===== config.mk =====
export PLATFORM = sky130hd
export DESIGN_NAME = irq8_ctrl_top
export DESIGN_NICKNAME = d
export VERILOG_FILES = /design/src/rtl/irq8_pkg.sv /design/src/rtl/irq8_ctrl.sv /design/src/rtl/irq8_dpath.sv /design/src/rtl/irq8_ctrl_top.sv
export SDC_FILE = /design/constraint.sdc
export NUM_CORES = 1
export LEC_CHECK = 0
export BUFFER_PORTS_ARGS = -buffer_cell sky130_fd_sc_hd__clkbuf_2
export CAP_MARGIN = 30
export CORE_MARGIN = 1
export CORE_UTILIZATION = 55
export DETAILED_ROUTE_END_ITERATION = 10
export GPL_ROUTABILITY_DRIVEN = 0
export GPL_TIMING_DRIVEN = 0
export PLACE_DENSITY = 0.81
export SLEW_MARGIN = 5
export SYNTH_ARGS = -nofsm -noshare
export SYNTH_HDL_FRONTEND = slang
export SYNTH_SLANG_ARGS = --single-unit

===== constraint.sdc =====
create_clock -name clk -period 3.64 [get_ports clk]
set_input_delay 0.364 -clock clk [delete_from_list [all_inputs] [get_ports clk]]
set_output_delay 0.364 -clock clk [all_outputs]
set_load 0.05 [all_outputs]

===== src/rtl/irq8_pkg.sv =====
package irq8_pkg;

  localparam logic [7:0] CMD_INIT = 8'h11;
  localparam logic [7:0] CMD_EOI  = 8'h20;

  typedef enum logic [2:0] {
    ST_UNINIT = 3'd0,
    ST_BASE   = 3'd1,
    ST_CASC   = 3'd2,
    ST_MODE   = 3'd3,
    ST_RUN    = 3'd4
  } seqState_t;

  // strobes from the control to the datapath
  typedef struct packed {
    logic ldBase;
    logic ldCasc;
    logic ldMode;
    logic ldMask;
    logic eoi;
    logic initClr;
    logic running;
  } ctlStrobe_t;

endpackage


===== src/rtl/irq8_ctrl.sv =====
module irq8_ctrl
  import irq8_pkg::*;
#(
  parameter int DATA_W = 8,
  parameter logic [DATA_W-1:0] INIT_CMD = DATA_W'(CMD_INIT),
  parameter logic [DATA_W-1:0] EOI_CMD  = DATA_W'(CMD_EOI)
) (
  input  logic              clk,
  input  logic              rst_n,
  input  logic              wrEn,
  input  logic              portSel,
  input  logic [DATA_W-1:0] wrData,
  output ctlStrobe_t        strb
);

  seqState_t stateQ, stateD;
  logic cmdWr, dataWr, isInit, isEoi;

  assign cmdWr  = wrEn && !portSel;
  assign dataWr = wrEn && portSel;
  assign isInit = (wrData == INIT_CMD);
  assign isEoi  = (wrData == EOI_CMD);

  always_comb begin
    stateD       = stateQ;
    strb         = '0;
    strb.running = (stateQ == ST_RUN);
    if (cmdWr) begin
      if (isInit) begin
        strb.initClr = 1'b1;
        stateD       = ST_BASE;
      end else if (isEoi) begin
        strb.eoi = 1'b1;
      end
    end
    if (dataWr) begin
      unique case (stateQ)
        ST_BASE: begin strb.ldBase = 1'b1; stateD = ST_CASC; end
        ST_CASC: begin strb.ldCasc = 1'b1; stateD = ST_MODE; end
        ST_MODE: begin strb.ldMode = 1'b1; stateD = ST_RUN;  end
        default: strb.ldMask = 1'b1;
      endcase
    end
  end

  always_ff @(posedge clk or negedge rst_n) begin
    if (!rst_n) stateQ <= ST_UNINIT;
    else        stateQ <= stateD;
  end

  // sequence advances base -> cascade -> mode
  p_seq_order_r1: assert property (@(posedge clk) disable iff (!rst_n)
    (dataWr && stateQ == ST_BASE) |=> (stateQ == ST_CASC));

  p_cas_to_mode_r1: assert property (@(posedge clk) disable iff (!rst_n)
    (dataWr && stateQ == ST_CASC) |=> (stateQ == ST_MODE));

  // a restart leaves run state
  p_restart_r1: assert property (@(posedge clk) disable iff (!rst_n)
    strb.initClr |=> !strb.running);

  // unknown commands leave the sequence alone
  p_ignore_cmd_r11: assert property (@(posedge clk) disable iff (!rst_n)
    (cmdWr && !isInit && !isEoi) |=> $stable(stateQ));

endmodule


===== src/rtl/irq8_dpath.sv =====
module irq8_dpath
  import irq8_pkg::*;
#(
  parameter int NUM_LINES = 8,
  parameter int DATA_W    = 8,
  localparam int IDX_W    = $clog2(NUM_LINES)
) (
  input  logic                 clk,
  input  logic                 rst_n,
  input  ctlStrobe_t           strb,
  input  logic [DATA_W-1:0]    wrData,
  input  logic                 rdEn,
  input  logic                 portSel,
  output logic [DATA_W-1:0]    rdData,
  input  logic [NUM_LINES-1:0] reqLines,
  input  logic                 ackPulse,
  input  logic                 cascadeRole,
  input  logic [DATA_W-1:0]    probeVec,
  output logic                 intOut,
  output logic [DATA_W-1:0]    vecOut,
  output logic                 vecValid,
  output logic [NUM_LINES-1:0] slaveLines,
  output logic [IDX_W-1:0]     slaveId,
  output logic                 probeHit
);

  logic [NUM_LINES-1:0] reqQ, isrQ, isrNext, maskQ, pending, eligVec;
  logic [DATA_W-1:0]    baseQ, cascQ;
  logic                 modeQ;
  logic                 pendFound, isrFound, ackTake;
  logic [IDX_W-1:0]     pendIdx, isrIdx;

  assign pending = reqQ & ~maskQ;

  // line gi is eligible if pending and no line at or above its priority is in service
  for (genvar gi = 0; gi < NUM_LINES; gi++) begin : g_elig
    assign eligVec[gi] = pending[gi] && !(|isrQ[gi:0]);
  end

  always_comb begin
    pendFound = 1'b0;
    pendIdx   = '0;
    for (int i = NUM_LINES - 1; i >= 0; i--) begin
      if (pending[i]) begin
        pendFound = 1'b1;
        pendIdx   = IDX_W'(i);
      end
    end
  end

  always_comb begin
    isrFound = 1'b0;
    isrIdx   = '0;
    for (int i = NUM_LINES - 1; i >= 0; i--) begin
      if (isrQ[i]) begin
        isrFound = 1'b1;
        isrIdx   = IDX_W'(i);
      end
    end
  end

  assign intOut  = strb.running && modeQ && pendFound && eligVec[pendIdx];
  assign ackTake = ackPulse && intOut;

  always_comb begin
    isrNext = isrQ;
    if (strb.eoi && isrFound) isrNext[isrIdx] = 1'b0;
    if (ackTake)              isrNext[pendIdx] = 1'b1;
    if (strb.initClr)         isrNext = '0;
  end

  always_ff @(posedge clk or negedge rst_n) begin
    if (!rst_n) begin
      reqQ     <= '0;
      isrQ     <= '0;
      maskQ    <= '1;
      baseQ    <= '0;
      cascQ    <= '0;
      modeQ    <= 1'b0;
      vecOut   <= '0;
      vecValid <= 1'b0;
    end else begin
      reqQ     <= reqLines;
      isrQ     <= isrNext;
      if (strb.ldMask) maskQ <= wrData[NUM_LINES-1:0];
      if (strb.ldBase) baseQ <= wrData;
      if (strb.ldCasc) cascQ <= wrData;
      if (strb.ldMode) modeQ <= wrData[0];
      vecValid <= ackTake;
      if (ackTake) vecOut <= baseQ + DATA_W'(pendIdx);
    end
  end

  assign rdData     = (rdEn && portSel) ? DATA_W'(maskQ) : '0;
  assign slaveLines = cascadeRole ? cascQ[NUM_LINES-1:0] : '0;
  assign slaveId    = cascadeRole ? '0 : cascQ[IDX_W-1:0];
  assign probeHit   = ({1'b0, probeVec} >= {1'b0, baseQ}) &&
                      ({1'b0, probeVec} <  ({1'b0, baseQ} + (DATA_W+1)'(NUM_LINES)));

  // interrupt only with some unmasked sampled request
  p_int_has_req_r10: assert property (@(posedge clk) disable iff (!rst_n)
    intOut |-> (|(reqQ & ~maskQ)));

  // a vector strobe always follows an acknowledge
  p_vec_after_ack_r9: assert property (@(posedge clk) disable iff (!rst_n)
    vecValid |-> $past(ackPulse));

  // end-of-interrupt releases exactly one line
  p_eoi_one_r6: assert property (@(posedge clk) disable iff (!rst_n)
    (strb.eoi && !ackTake && !strb.initClr && (|isrQ))
      |=> ($countones(isrQ) == $countones($past(isrQ)) - 1));

  // initialisation empties the in-service set
  p_init_clears_r1: assert property (@(posedge clk) disable iff (!rst_n)
    strb.initClr |=> (isrQ == '0));

  // mask survives initialisation
  p_mask_keep_r5: assert property (@(posedge clk) disable iff (!rst_n)
    strb.initClr |=> $stable(maskQ));

endmodule


===== src/rtl/irq8_ctrl_top.sv =====
module irq8_ctrl_top
  import irq8_pkg::*;
#(
  parameter int DATA_W    = 8,
  parameter int NUM_LINES = 8,
  localparam int IDX_W    = $clog2(NUM_LINES)
) (
  input  logic                 clk,
  input  logic                 rst_n,
  input  logic                 wrEn,
  input  logic                 rdEn,
  input  logic                 portSel,
  input  logic [DATA_W-1:0]    wrData,
  output logic [DATA_W-1:0]    rdData,
  input  logic [NUM_LINES-1:0] reqLines,
  input  logic                 ackPulse,
  input  logic                 cascadeRole,
  input  logic [DATA_W-1:0]    probeVec,
  output logic                 intOut,
  output logic [DATA_W-1:0]    vecOut,
  output logic                 vecValid,
  output logic [NUM_LINES-1:0] slaveLines,
  output logic [IDX_W-1:0]     slaveId,
  output logic                 probeHit
);

  ctlStrobe_t strb;

  irq8_ctrl #(.DATA_W(DATA_W)) ctrl_i (
    .clk     (clk),
    .rst_n   (rst_n),
    .wrEn    (wrEn),
    .portSel (portSel),
    .wrData  (wrData),
    .strb    (strb)
  );

  irq8_dpath #(.NUM_LINES(NUM_LINES), .DATA_W(DATA_W)) dpath_i (
    .clk         (clk),
    .rst_n       (rst_n),
    .strb        (strb),
    .wrData      (wrData),
    .rdEn        (rdEn),
    .portSel     (portSel),
    .rdData      (rdData),
    .reqLines    (reqLines),
    .ackPulse    (ackPulse),
    .cascadeRole (cascadeRole),
    .probeVec    (probeVec),
    .intOut      (intOut),
    .vecOut      (vecOut),
    .vecValid    (vecValid),
    .slaveLines  (slaveLines),
    .slaveId     (slaveId),
    .probeHit    (probeHit)
  );

endmodule


# [Word-level counts from Yosys, hierarchy flattened]
# Cells that the tools add are included.
[classes] n_addsub=2 magnitude_cmp=6 n_eq_ne=6 mux=57 n_bitwise=5 reduce_logical=36
[op_table] cell="two-way mux 3 bit" count=20
[op_table] cell="two-way mux 8 bit" count=5
[op_table] cell="two-way mux 1 bit" count=26
[op_table] cell="logical AND 1 bit" count=19
[op_table] cell="AND 8 bit" count=2
[op_table] cell="inverter 8 bit" count=2
[op_table] cell="adder 8 x 4 -> 9 bit, second input constant" count=1
[op_table] cell="logical NOT 1 bit" count=9
[op_table] cell="less-than comparator 8 x 9 -> 1 bit" count=1
[op_table] cell="one-hot mux 3 bit (3 select lines)" count=1
[op_table] cell="adder 8 x 3 -> 8 bit" count=1
[op_table] cell="== test 8 x 5 -> 1 bit, second input constant" count=1
[op_table] cell="== test 8 x 6 -> 1 bit, second input constant" count=1
[op_table] cell=">= comparator 8 bit" count=1
[op_table] cell="less-than comparator 3 x 4 -> 1 bit, second input constant" count=2
[op_table] cell="OR 8 bit" count=1
[op_table] cell="OR reduction 8 bit" count=1
[op_table] cell="OR reduction 7 bit" count=1
[op_table] cell="demux 1 bit (select 3 bit)" count=2
[op_table] cell="== test 3 x 2 -> 1 bit, second input constant" count=2
[op_table] cell=">= comparator 3 x 1 -> 1 bit, second input constant" count=2
[op_table] cell="OR reduction 3 bit" count=2
[op_table] cell="OR reduction 6 bit" count=1
[op_table] cell="OR reduction 5 bit" count=1
[op_table] cell="7 further kinds" count=7
[totals] regBits=53 output_inout_bits=30 wordCells=121

# [Longest topological paths before layout]
# Gate-level depths: netlist of the first run.
[depth] word_depth=18 mapped_depth=11 mapped_depth_nobuf=11

# [Modules after synthesis]
# Synthesis of the first run repeated with hierarchy kept, for this count alone.
[hier_totals] cells_unflattened=298 hier_area_um2=3090.5
[by_module_without_submodules] module="irq8_dpath" instances=1 cells_each=275 area_each_um2=2880.3
[by_module_without_submodules] module="irq8_ctrl" instances=1 cells_each=23 area_each_um2=210.2

# [Worst setup path after synthesis of the first run]
# Ideal clock, no wire load.
[synth_path] path_kind="reg2out" from="register dpath_i.isrQ[0]" to="output intOut" arrival_time_ps=2254 t_required_ps=3276 slack_ps=1022 path_stages_with_launch=7 cell_sequence="dfrtp_1 > or4_4 > nor4_2 > nor3_1 > or3b_4 > o31a_1 > inv_1"
[synth_via] elab_chain_cells=6
[synth_rtl] item="from (decl)" line="irq8_dpath.sv:27" rtl="logic [NUM_LINES-1:0] reqQ, isrQ, isrNext, maskQ, pending, eligVec;"
[synth_rtl] item="from (signal assigned)" line="irq8_dpath.sv:84" rtl="isrQ <= isrNext;"
[synth_rtl] item="OR reduction 8 bit, or another cell as far along" line="irq8_dpath.sv:37" rtl="assign eligVec[gi] = pending[gi] && !(|isrQ[gi:0]);"
[synth_rtl] item="logical NOT 1 bit" line="irq8_dpath.sv:37"
[synth_rtl] item="logical AND 1 bit" line="irq8_dpath.sv:37"
[synth_rtl] item="binary-select mux 1 bit (select 3 bit) *" line="irq8_dpath.sv:62" rtl="assign intOut = strb.running && modeQ && pendFound && eligVec[pendIdx];"
[synth_rtl] item="two-way mux 1 bit (not written as such) *" line="irq8_dpath.sv:62"
[synth_rtl] item="logical AND 1 bit *" line="irq8_dpath.sv:62"
[synth_rtl] item="to (decl)" line="irq8_ctrl_top.sv:19" rtl="output logic intOut,"
# Mark *: on every way between the ends. The rest lies on a longest branch, timed or not. The select of a mux whose other input is x is not followed.

# [Worst setup path after layout of the first run]
# Ends and elaborated chain as after synthesis.

==> report_table.html, run 1 <==
<table>
<tr><th>Metric</th><th>Value</th></tr>
<tr><th colspan="2">Synthesis</th></tr>
<tr><td>Post-synthesis instance total</td><td>between 200 and 300</td></tr>
<tr><td>Number of distinct standard cells referenced by the synthesized netlist</td><td>53</td></tr>
<tr><td>Sequential area share after synthesis</td><td>between 40% and 50%</td></tr>
<tr><td>Top cells by count, synth</td><td>45 x sky130_fd_sc_hd__dfrtp_1, 23 x sky130_fd_sc_hd__nand2_1, 17 x sky130_fd_sc_hd__ha_1, 17 x sky130_fd_sc_hd__inv_1, 14 x sky130_fd_sc_hd__nor2_1</td></tr>
<tr><td>Asr flop ratio synth</td><td>between 90% and 100%</td></tr>
<tr><td>Yosys synthesis warning count</td><td>0</td></tr>
<tr><td>Cell area after synthesis</td><td>about 3100 sq um</td></tr>
<tr><td>Average instance area after synthesis</td><td>10.35 sq um</td></tr>
<tr><td>Proportion of netlist area held by the largest area contributor</td><td>36.53%</td></tr>
<tr><td>Count of flip-flops with a built-in enable after synthesis</td><td>0</td></tr>
<tr><td>Number of flip-flops and latches in the synthesized netlist</td><td>between 50 and 60</td></tr>
<tr><td>Most used standard cell by instance count after synthesis</td><td>sky130_fd_sc_hd__dfrtp_1</td></tr>
<tr><td>Top area cells in the synthesized netlist</td><td>sky130_fd_sc_hd__dfrtp_1 37%, sky130_fd_sc_hd__ha_1 6.9%, sky130_fd_sc_hd__dfstp_2 6.8%</td></tr>
<tr><td>Syn nets</td><td>approximately 350</td></tr>
<tr><td>Prevailing post-synth register cell</td><td>sky130_fd_sc_hd__dfrtp_1</td></tr>
<tr><td>Largest area contributor in the netlist</td><td>sky130_fd_sc_hd__dfrtp_1</td></tr>
<tr><th colspan="2">CTS</th></tr>
<tr><td>Clock Root Buffer</td><td>sky130_fd_sc_hd__clkbuf_8</td></tr>
<tr><td>Clock Tree Buf Depth</td><td>2</td></tr>
<tr><td>Number of buffers inserted during clock tree synthesis</td><td>5</td></tr>
<tr><td>Post-cts gate resize count</td><td>0</td></tr>
<tr><td>Clock transition at the register clock pins on the worst setup and hold paths after CTS</td><td>about 0.1 ns</td></tr>
<tr><td>Htree depth</td><td>2</td></tr>
<tr><td>Post-CTS setup repair buffer count</td><td>0</td></tr>
<tr><td>TritonCTS clock tree</td><td>yes</td></tr>
<tr><td>Clock latency on the worst-skew pair</td><td>around 0.31 ns</td></tr>
<tr><td>TritonCTS Sinks</td><td>53</td></tr>
<tr><td>Count of hold buffers inserted by post-cts repair</td><td>0</td></tr>
<tr><th colspan="2">Placement</th></tr>
<tr><td>Total instance count after detailed placement</td><td>429</td></tr>
<tr><td>Port-buffer cells</td><td>60</td></tr>
<tr><td>Cell area after placement</td><td>3498 sq um</td></tr>
<tr><td>Half-perimeter wire length after placement</td><td>slightly above 5000 um</td></tr>
<tr><td>Pre-CTS setup slack</td><td>around 0.84 ns</td></tr>
<tr><th colspan="2">Setup path</th></tr>
<tr><td>Register-to-register path setup slack</td><td>around 0.84 ns</td></tr>
<tr><td>Kind of end point of the critical path</td><td>output port</td></tr>
<tr><td>Critical R2R Capture</td><td>dpath_i.vecOut[3]</td></tr>
<tr><td>Data required time at the worst endpoint</td><td>3.28 ns</td></tr>
<tr><td>Maximum fanout along the worst path</td><td>9</td></tr>
<tr><td>CP Data Arrival Time</td><td>between 2 and 3 ns</td></tr>
<tr><td>Worst reg-to-reg path cell count</td><td>6</td></tr>
<tr><td>Critical path startpoint category</td><td>flip-flop</td></tr>
<tr><td>Category of the critical setup timing path</td><td>flip-flop to output port</td></tr>
<tr><td>Worst reg2reg path startpoint</td><td>dpath_i.isrQ[0]</td></tr>
<tr><td>Worst setup path start</td><td>dpath_i.isrQ[0]</td></tr>
<tr><th colspan="2">Global route</th></tr>
<tr><td>Number of antenna violations at the first check in global routing</td><td>0</td></tr>
<tr><td>Wire length of the first global-routing pass</td><td>around 11000 um</td></tr>
<tr><td>Aggregate global routing overflow</td><td>0</td></tr>
<tr><td>Gr usage total</td><td>between 20% and 30%</td></tr>
<tr><td>Vias in the first global route</td><td>approximately 2.4k</td></tr>
<tr><td>Largest net degree at the start of global routing</td><td>34</td></tr>
<tr><th colspan="2">Route</th></tr>
<tr><td>Post-detailed-route count of antenna-violating nets</td><td>0</td></tr>
<tr><td>DRC violations left</td><td>0</td></tr>
<tr><td>Average via count per standard cell</td><td>5.703</td></tr>
<tr><td>1st-iter DRT viols</td><td>153</td></tr>
<tr><td>Post-detailed-routing wire length</td><td>~6500 um</td></tr>
<tr><td>Average wire per standard cell</td><td>14.95 um</td></tr>
<tr><td>Number of detailed-routing iterations run before antenna repair</td><td>5</td></tr>
<tr><td>DR vias</td><td>around 2.5k</td></tr>
<tr><th colspan="2">Die</th></tr>
<tr><td>Initial standard-cell utilization of the core</td><td>between 50% and 60%</td></tr>
<tr><td>Number of I/O pins</td><td>between 60 and 70</td></tr>
<tr><td>Total die area</td><td>between 5000 and 6000 sq um</td></tr>
<tr><td>Number of placement rows</td><td>26</td></tr>
<tr><td>Core region area</td><td>5238 sq um</td></tr>
<tr><td>Width of the die</td><td>76.87 um</td></tr>
<tr><td>Die Span Y</td><td>76.87 um</td></tr>
<tr><th colspan="2">Power and ir drop</th></tr>
<tr><td>Static Leak</td><td>approximately 1.7 nW</td></tr>
<tr><td>Final total power</td><td>about 0.0028 W</td></tr>
<tr><td>Total power per unit cell area</td><td>782.1 nW/um^2</td></tr>
<tr><td>Part of the power in registers</td><td>35.5%</td></tr>
<tr><td>Proportion of power drawn by combinational gates</td><td>between 50% and 60%</td></tr>
<tr><td>Net switching power</td><td>0.001253 W</td></tr>
<tr><td>Internal power component</td><td>about 0.0016 W</td></tr>
<tr><td>Part of the power in the clock network</td><td>~13%</td></tr>
<tr><td>Switching share of power</td><td>around 45%</td></tr>
<tr><td>Worst VDD drop</td><td>543.7 uV</td></tr>
<tr><th colspan="2">Layout</th></tr>
<tr><td>Final standard cell area without fillers</td><td>~3600 sq um</td></tr>
<tr><td>Number of standard cells in the final layout excluding fillers</td><td>between 400 and 500</td></tr>
<tr><td>Layout net count</td><td>415</td></tr>
<tr><td>Count of filler cells inserted in the layout</td><td>403</td></tr>
<tr><td>Layout cell share with drive strength beyond 1</td><td>between 20% and 30%</td></tr>
<tr><td>Layout-stage area growth over the synthesis result</td><td>16.72%</td></tr>
<tr><td>N_diodes</td><td>0</td></tr>
<tr><th colspan="2">Timing</th></tr>
<tr><td>Fin crit period</td><td>slightly above 3 ns</td></tr>
<tr><td>Measured slew at the worst slew-check pin</td><td>around 0.82 ns</td></tr>
<tr><td>RSZ-0062 raised after global routing</td><td>no</td></tr>
<tr><td>Setup TNS after final layout</td><td>0 ns</td></tr>
<tr><td>Final-report hold violation count</td><td>0</td></tr>
<tr><td>Highest clock rate</td><td>around 320 MHz</td></tr>
<tr><td>Share of the clock period used by the worst path</td><td>a little under nine tenths</td></tr>
<tr><td>Worst slew margin relative to its limit</td><td>between 40 and 50%</td></tr>
<tr><td>Pins Over Slew Limit</td><td>0</td></tr>
<tr><td>Worst clock skew on the final layout</td><td>~0.0064 ns</td></tr>
<tr><td>Final critical-path setup slack</td><td>between 0.5 and 0.6 ns</td></tr>
<tr><td>Endpoints failing setup</td><td>0</td></tr>
<tr><th colspan="2">Min path</th></tr>
<tr><td>Class of the most critical hold timing path</td><td>primary input to async pin</td></tr>
<tr><th colspan="2">Status</th></tr>
<tr><td>Status</td><td>completed</td></tr>
<tr><th colspan="2">Job</th></tr>
<tr><td>Number of max-cap violations</td><td>0</td></tr>
</table>
stage by stage:
step,util (%),hold WS (ns)
4_1_cts,68.71,0.1461
3_5_place_dp,66.79,0.4712
6_report,68.71,0.1367
2_1_floorplan,-,0.06841
5_1_grt,68.71,0.1419
3_3_place_gp,66.27,0.4609
flip-flops by register name (all words and copies together), names as in the netlist, 3 cells and up:
signal	flops
dpath_i.isrQ	8
dpath_i.vecOut	8
dpath_i.reqQ	8
dpath_i.cascQ	8
ctrl_i.stateQ	3
dpath_i.baseQ	8
dpath_i.maskQ	8
cells in the final DEF, fill, tap and decap left out, drive strengths merged, types with 2 or more instances in the layout:
| master | synthesis | routed |
|---|---|---|
| a211o | 2 | 2 |
| a211oi | 2 | 2 |
| a21o | 4 | 4 |
| a21oi | 8 | 8 |
| and2 | 9 | 9 |
| and3 | 9 | 9 |
| and4 | 2 | 2 |
| clkbuf | 3 | 69 |
| dfrtp | 45 | 45 |
| dfstp | 8 | 8 |
| ha | 17 | 17 |
| inv | 17 | 18 |
| mux2 | 25 | 25 |
| nand2 | 23 | 23 |
| nand2b | 10 | 10 |
| nand3 | 8 | 8 |
| nand4 | 6 | 6 |
| nor2 | 14 | 14 |
| nor2b | 10 | 10 |
| nor3 | 6 | 6 |
| nor4 | 4 | 4 |
| o211ai | 6 | 6 |
| o21a | 2 | 2 |
| o21ai | 19 | 19 |
| o21bai | 4 | 4 |
| o31a | 2 | 2 |
| o31ai | 3 | 3 |
| or2 | 2 | 2 |
| or3 | 3 | 3 |
| or4 | 2 | 2 |
| xnor2 | 9 | 9 |
power by group through the flow:
stage / sequential [W] / clock (W) / combinational, W
global route: 0.00103 / 0.000386 / 0.00160
CTS: 0.000998 / 0.000365 / 0.00146
detailed placement: 0.00101 / 0 / 0.00146
global placement: 0.000994 / 0 / 0.00141
finish: 0.000999 / 0.000359 / 0.00146
floorplan: 0.00107 / 0 / 0.00105
worst max-delay path, cell delays in order (launching register included):
cell and delay, ns:
sky130_fd_sc_hd__dfrtp_1 0.47, sky130_fd_sc_hd__or4_4 0.62, sky130_fd_sc_hd__nor4_2 0.15, sky130_fd_sc_hd__nor3_1 0.07, sky130_fd_sc_hd__or3b_4 0.42, sky130_fd_sc_hd__o31a_1 0.36
sky130_fd_sc_hd__inv_1 0.08, sky130_fd_sc_hd__clkbuf_2 0.27
kinds of logic after synthesis:
family                   Yosys count  synth area share [%]
AO/OA/AOI/OAI                     61                 13.60
XOR/XNOR                           9                 2.557
adder cells (fa/ha/maj)           18                 7.549
buffers and inverters             20                 2.435
flip-flops                        53                 43.34
multiplexers                      26                 10.31
AND/OR/NAND/NOR                  111                 20.21
layer usage:
layer | global-route usage (%) | vias to the layer above | wire length, um
li1 | - | 1216 | -
met1 | 32.37 | 1195 | 2998
met2 | 39.29 | 69 | 3109
met3 | 3.929 | 12 | 308
met4 | 9.231 | 0 | 119
met5 | 0 | - | 0
layout make-up:
class | count | area (sq um) | share of cell area [%]
buffer | 3 | 11.26 | 0.3129
clock buffer | 6 | 82.58 | 2.295
clock inverter | 2 | 17.52 | 0.4868
inverter | 17 | 63.81 | 1.773
multi-input combinational | 225 | 1672 | 46.45
sequential | 53 | 1336 | 37.13
tap | 70 | 87.58 | 2.434
timing repair buffer | 61 | 327.8 | 9.110
worst max-delay path by stage:
stage                        endpoint  slack, ns  cells after the start
global placement    dpath_i.vecOut[5]       0.87                      6
finish                         intOut       0.53                      7
global route                   intOut       0.41                      7
detailed placement  dpath_i.vecOut[5]       0.84                      6
floorplan                      intOut       1.02                      6
CTS                            intOut       0.51                      7
(Power assumes the default switching activity.)
==> run 2: changes to the inputs <==
Settings changed: CORE_ASPECT_RATIO from default to 0.5.
==> run 2 against run 1 <==
Against the previous run:
- maximum frequency decreased by 1.8%
- highest routed layer unchanged
- wire length rose by 9.6%
- power grew 1.5%
- first-iteration DRC count fell by 15%
- sequential power down 0.8%
- non-clock buffer count up 2
- design area grew 0.70%
- utilization grew 1.6 points
- clock skew up 0.0096 ns
- sequential cell count did not move
- combinational power is 3% higher
- via count is 1.8% higher
==> report_table.html, run 2 (synthesis results as in run 1) <==
<table>
<tr><th>Metric</th><th>Value</th></tr>
<tr><th colspan="2">Timing</th></tr>
<tr><td>Highest clock rate</td><td>316.0 MHz (-1.8%)</td></tr>
<tr><td>Worst slew margin relative to its limit</td><td>49.27% (+4.1 points)</td></tr>
<tr><td>Pins Over Slew Limit</td><td>0 (unchanged)</td></tr>
<tr><td>Fin crit period</td><td>3.164 ns (+0.05615 ns)</td></tr>
<tr><td>Final-report hold violation count</td><td>0 (unchanged)</td></tr>
<tr><td>Setup TNS after final layout</td><td>0 ns (unchanged)</td></tr>
<tr><td>Worst clock skew on the final layout</td><td>0.01607 ns (+0.009629 ns)</td></tr>
<tr><td>Endpoints failing setup</td><td>0 (unchanged)</td></tr>
<tr><td>Share of the clock period used by the worst path</td><td>86.93% (+1.5 points)</td></tr>
<tr><td>Final critical-path setup slack</td><td>0.4759 ns (-0.05616 ns)</td></tr>
<tr><td>RSZ-0062 raised after global routing</td><td>no</td></tr>
<tr><td>Measured slew at the worst slew-check pin</td><td>0.7593 ns (-0.06368 ns)</td></tr>
<tr><td>Worst Hold Margin</td><td>0.1478 ns (+0.01115 ns)</td></tr>
<tr><th colspan="2">Global route</th></tr>
<tr><td>Aggregate global routing overflow</td><td>0 (unchanged)</td></tr>
<tr><td>Routing layer with the top usage in global route</td><td>met2</td></tr>
<tr><td>Vias in the first global route</td><td>2492 (+5.8%)</td></tr>
<tr><td>Wire length of the first global-routing pass</td><td>11770 um (+5.8%)</td></tr>
<tr><td>Met3 global-route usage</td><td>4.801% (+0.87 points)</td></tr>
<tr><td>Largest net degree at the start of global routing</td><td>34 (unchanged)</td></tr>
<tr><td>Met1 track demand over resource in global routing</td><td>35.21% (+2.8 points)</td></tr>
<tr><td>Global routing met2 resource utilization</td><td>45.41% (+6.1 points)</td></tr>
<tr><td>Number of antenna violations at the first check in global routing</td><td>0 (unchanged)</td></tr>
<tr><td>Gr usage total</td><td>26.88% (+2.7 points)</td></tr>
<tr><th colspan="2">Route</th></tr>
<tr><td>Average via count per standard cell</td><td>5.781 (+1.4%)</td></tr>
<tr><td>1st-iter DRT viols</td><td>130 (-15%)</td></tr>
<tr><td>Average wire per standard cell</td><td>16.31 um (+9.1%)</td></tr>
<tr><td>Number of detailed-routing iterations run before antenna repair</td><td>4 (-1)</td></tr>
<tr><td>Post-detailed-route count of antenna-violating nets</td><td>0 (unchanged)</td></tr>
<tr><td>DRC violations left</td><td>0 (unchanged)</td></tr>
<tr><td>Post-detailed-routing wire length</td><td>7161 um (+9.6%)</td></tr>
<tr><td>DR vias</td><td>2538 (+1.8%)</td></tr>
<tr><th colspan="2">Power and ir drop</th></tr>
<tr><td>Part of the power in the clock network</td><td>12.6% (about the same)</td></tr>
<tr><td>Static Leak</td><td>1.720 nW (+0.24%)</td></tr>
<tr><td>Worst VDD drop</td><td>515.6 uV (-5.2%)</td></tr>
<tr><td>Total power per unit cell area</td><td>788.0 nW/um^2 (+0.75%)</td></tr>
<tr><td>Internal power component</td><td>0.001551 W (-0.62%)</td></tr>
<tr><td>Net switching power</td><td>0.001304 W (+4.0%)</td></tr>
<tr><td>Part of the power in registers</td><td>34.7% (-0.8 points)</td></tr>
<tr><td>Proportion of power drawn by combinational gates</td><td>52.7% (+0.9 points)</td></tr>
<tr><td>Switching share of power</td><td>45.66% (+1.1 points)</td></tr>
<tr><th colspan="2">Die</th></tr>
<tr><td>Total die area</td><td>5927 sq um (+0.30%)</td></tr>
<tr><td>Number of I/O pins</td><td>61 (unchanged)</td></tr>
<tr><td>Die Span Y</td><td>54.94 um (-29%)</td></tr>
<tr><td>Width of the die</td><td>107.9 um (+40%)</td></tr>
<tr><td>Number of placement rows</td><td>18 (-31%)</td></tr>
<tr><td>Core region area</td><td>5157 sq um (-1.5%)</td></tr>
<tr><td>Initial standard-cell utilization of the core</td><td>59.78% (+0.91 points)</td></tr>
<tr><th colspan="2">Setup path</th></tr>
<tr><td>CP Data Arrival Time</td><td>2.80 ns (+0.06 ns)</td></tr>
<tr><td>Data required time at the worst endpoint</td><td>3.28 ns (about the same)</td></tr>
<tr><td>Category of the critical setup timing path</td><td>flip-flop to output port</td></tr>
<tr><td>Kind of end point of the critical path</td><td>output port</td></tr>
<tr><td>Critical path startpoint category</td><td>flip-flop</td></tr>
<tr><td>Maximum fanout along the worst path</td><td>9 (unchanged)</td></tr>
<tr><th colspan="2">Placement</th></tr>
<tr><td>Total instance count after detailed placement</td><td>430 (+0.23%)</td></tr>
<tr><td>Port-buffer cells</td><td>60 (unchanged)</td></tr>
<tr><td>Pre-CTS setup slack</td><td>0.8385 ns (-0.002227 ns)</td></tr>
<tr><td>Cell area after placement</td><td>3518 sq um (+0.57%)</td></tr>
<tr><td>Half-perimeter wire length after placement</td><td>5585 um (+9.2%)</td></tr>
<tr><th colspan="2">Layout</th></tr>
<tr><td>Most used cells in the layout excluding fill and tap cells</td><td>60 x sky130_fd_sc_hd__clkbuf_2, 45 x sky130_fd_sc_hd__dfrtp_1, 23 x sky130_fd_sc_hd__nand2_1</td></tr>
<tr><td>Layout-stage area growth over the synthesis result</td><td>17.53%</td></tr>
<tr><td>Count of filler cells inserted in the layout</td><td>395 (-2.0%)</td></tr>
<tr><td>Layout net count</td><td>417 (+0.48%)</td></tr>
<tr><td>Number of standard cells in the final layout excluding fillers</td><td>439 (+0.46%)</td></tr>
<tr><td>Final standard cell area without fillers</td><td>3623 sq um (+0.70%)</td></tr>
<tr><td>Commonest non-fill, non-tap cell in the layout</td><td>sky130_fd_sc_hd__clkbuf_2</td></tr>
<tr><td>Layout cell share with drive strength beyond 1</td><td>27.10% (+0.12 points)</td></tr>
<tr><td>N_diodes</td><td>0 (unchanged)</td></tr>
<tr><th colspan="2">CTS</th></tr>
<tr><td>Clock transition at the register clock pins on the worst setup and hold paths after CTS</td><td>0.10 ns (about the same)</td></tr>
<tr><td>Post-CTS setup repair buffer count</td><td>0 (unchanged)</td></tr>
<tr><td>Clock Tree Buf Depth</td><td>2 (unchanged)</td></tr>
<tr><td>Number of buffers inserted during clock tree synthesis</td><td>5 (unchanged)</td></tr>
<tr><td>Htree depth</td><td>2 (unchanged)</td></tr>
<tr><td>TritonCTS clock tree</td><td>yes</td></tr>
<tr><td>Clock latency on the worst-skew pair</td><td>0.33 ns (+0.02 ns)</td></tr>
<tr><td>TritonCTS Sinks</td><td>53 (unchanged)</td></tr>
<tr><td>Clock Root Buffer</td><td>sky130_fd_sc_hd__clkbuf_8</td></tr>
<tr><td>Post-cts gate resize count</td><td>0 (unchanged)</td></tr>
<tr><th colspan="2">Job</th></tr>
<tr><td>Number of max-cap violations</td><td>0 (unchanged)</td></tr>
<tr><th colspan="2">Min path</th></tr>
<tr><td>Class of the most critical hold timing path</td><td>primary input to flip-flop</td></tr>
<tr><th colspan="2">Status</th></tr>
<tr><td>Status</td><td>completed</td></tr>
</table>
run 2: cell types whose count changed in the layout (fill, tap and decap cells not counted), sizes merged:
cell	previous run	this run
clkbuf	69	68
dlygate4sd3	0	1
buf	1	2
clkinv	1	0
clkinvlp	0	2
run 2: final cells by class:
cell class | instances | area, sq um | area share (%)
clock inverters | 3 | 26.28 | 0.7251
well taps | 70 | 87.58 | 2.417
clock buffers | 5 | 68.82 | 1.899
flip-flops and latches | 53 | 1336 | 36.88
plain buffers | 3 | 11.26 | 0.3108
inverters | 17 | 63.81 | 1.761
repair buffers | 63 | 357.8 | 9.876
multi-input cells | 225 | 1672 | 46.13
run 2: final timing paths:
check,end,depth (start not counted),slack [ns],from
max,intOut,7,0.48,dpath_i.isrQ[0]
min,dpath_i.reqQ[0],1,0.15,reqLines[0]
max reg2reg,dpath_i.vecOut[5],6,0.81,dpath_i.isrQ[0]
min reg2reg,dpath_i.cascQ[3],1,0.49,dpath_i.cascQ[3]
max in group asynchronous,dpath_i.maskQ[7],4,2.64,rst_n
min in group asynchronous,dpath_i.reqQ[1],2,0.37,rst_n
run 2: metal layers:
layer  part of all wire, %  vias to the layer above
met5                     0                        -
met1                    47                     1229
met3                   4.9                       17
li1                      -                     1215
met4                   2.1                        0
met2                    46                       77
run 2: critical path, stage by stage, from the launching register on:
cell                       delay [ns]
sky130_fd_sc_hd__dfrtp_1         0.48
sky130_fd_sc_hd__or4_4           0.62
sky130_fd_sc_hd__nor4_2          0.18
sky130_fd_sc_hd__nor3_1          0.08
sky130_fd_sc_hd__or3b_4          0.42
sky130_fd_sc_hd__o31a_1          0.38
sky130_fd_sc_hd__inv_1           0.08
sky130_fd_sc_hd__clkbuf_2        0.27
run 2: per-stage QoR:
stage / utilization, % / power [W]
after floorplan: - / 0.002117
after detailed placement: 68.22 / 0.002495
final: 70.26 / 0.002855
after global routing: 70.26 / 0.003047
after global placement: 67.30 / 0.002412
after CTS: 70.26 / 0.002854
run 2: power groups by stage:
stage | sequential, W | combinational, W | clock, W
after CTS | 0.000990 | 0.00150 | 0.000358
after global placement | 0.000986 | 0.00143 | 0
after detailed placement | 0.00100 | 0.00149 | 0
after floorplan | 0.00107 | 0.00105 | 0
after global routing | 0.00102 | 0.00164 | 0.000379
final | 0.000991 | 0.00151 | 0.000359
run 2: timing repair:
action                     4_1_cts  5_1_grt
hold endpoints to repair         1        0
hold buffers                     1        0
setup endpoints to repair        0        0
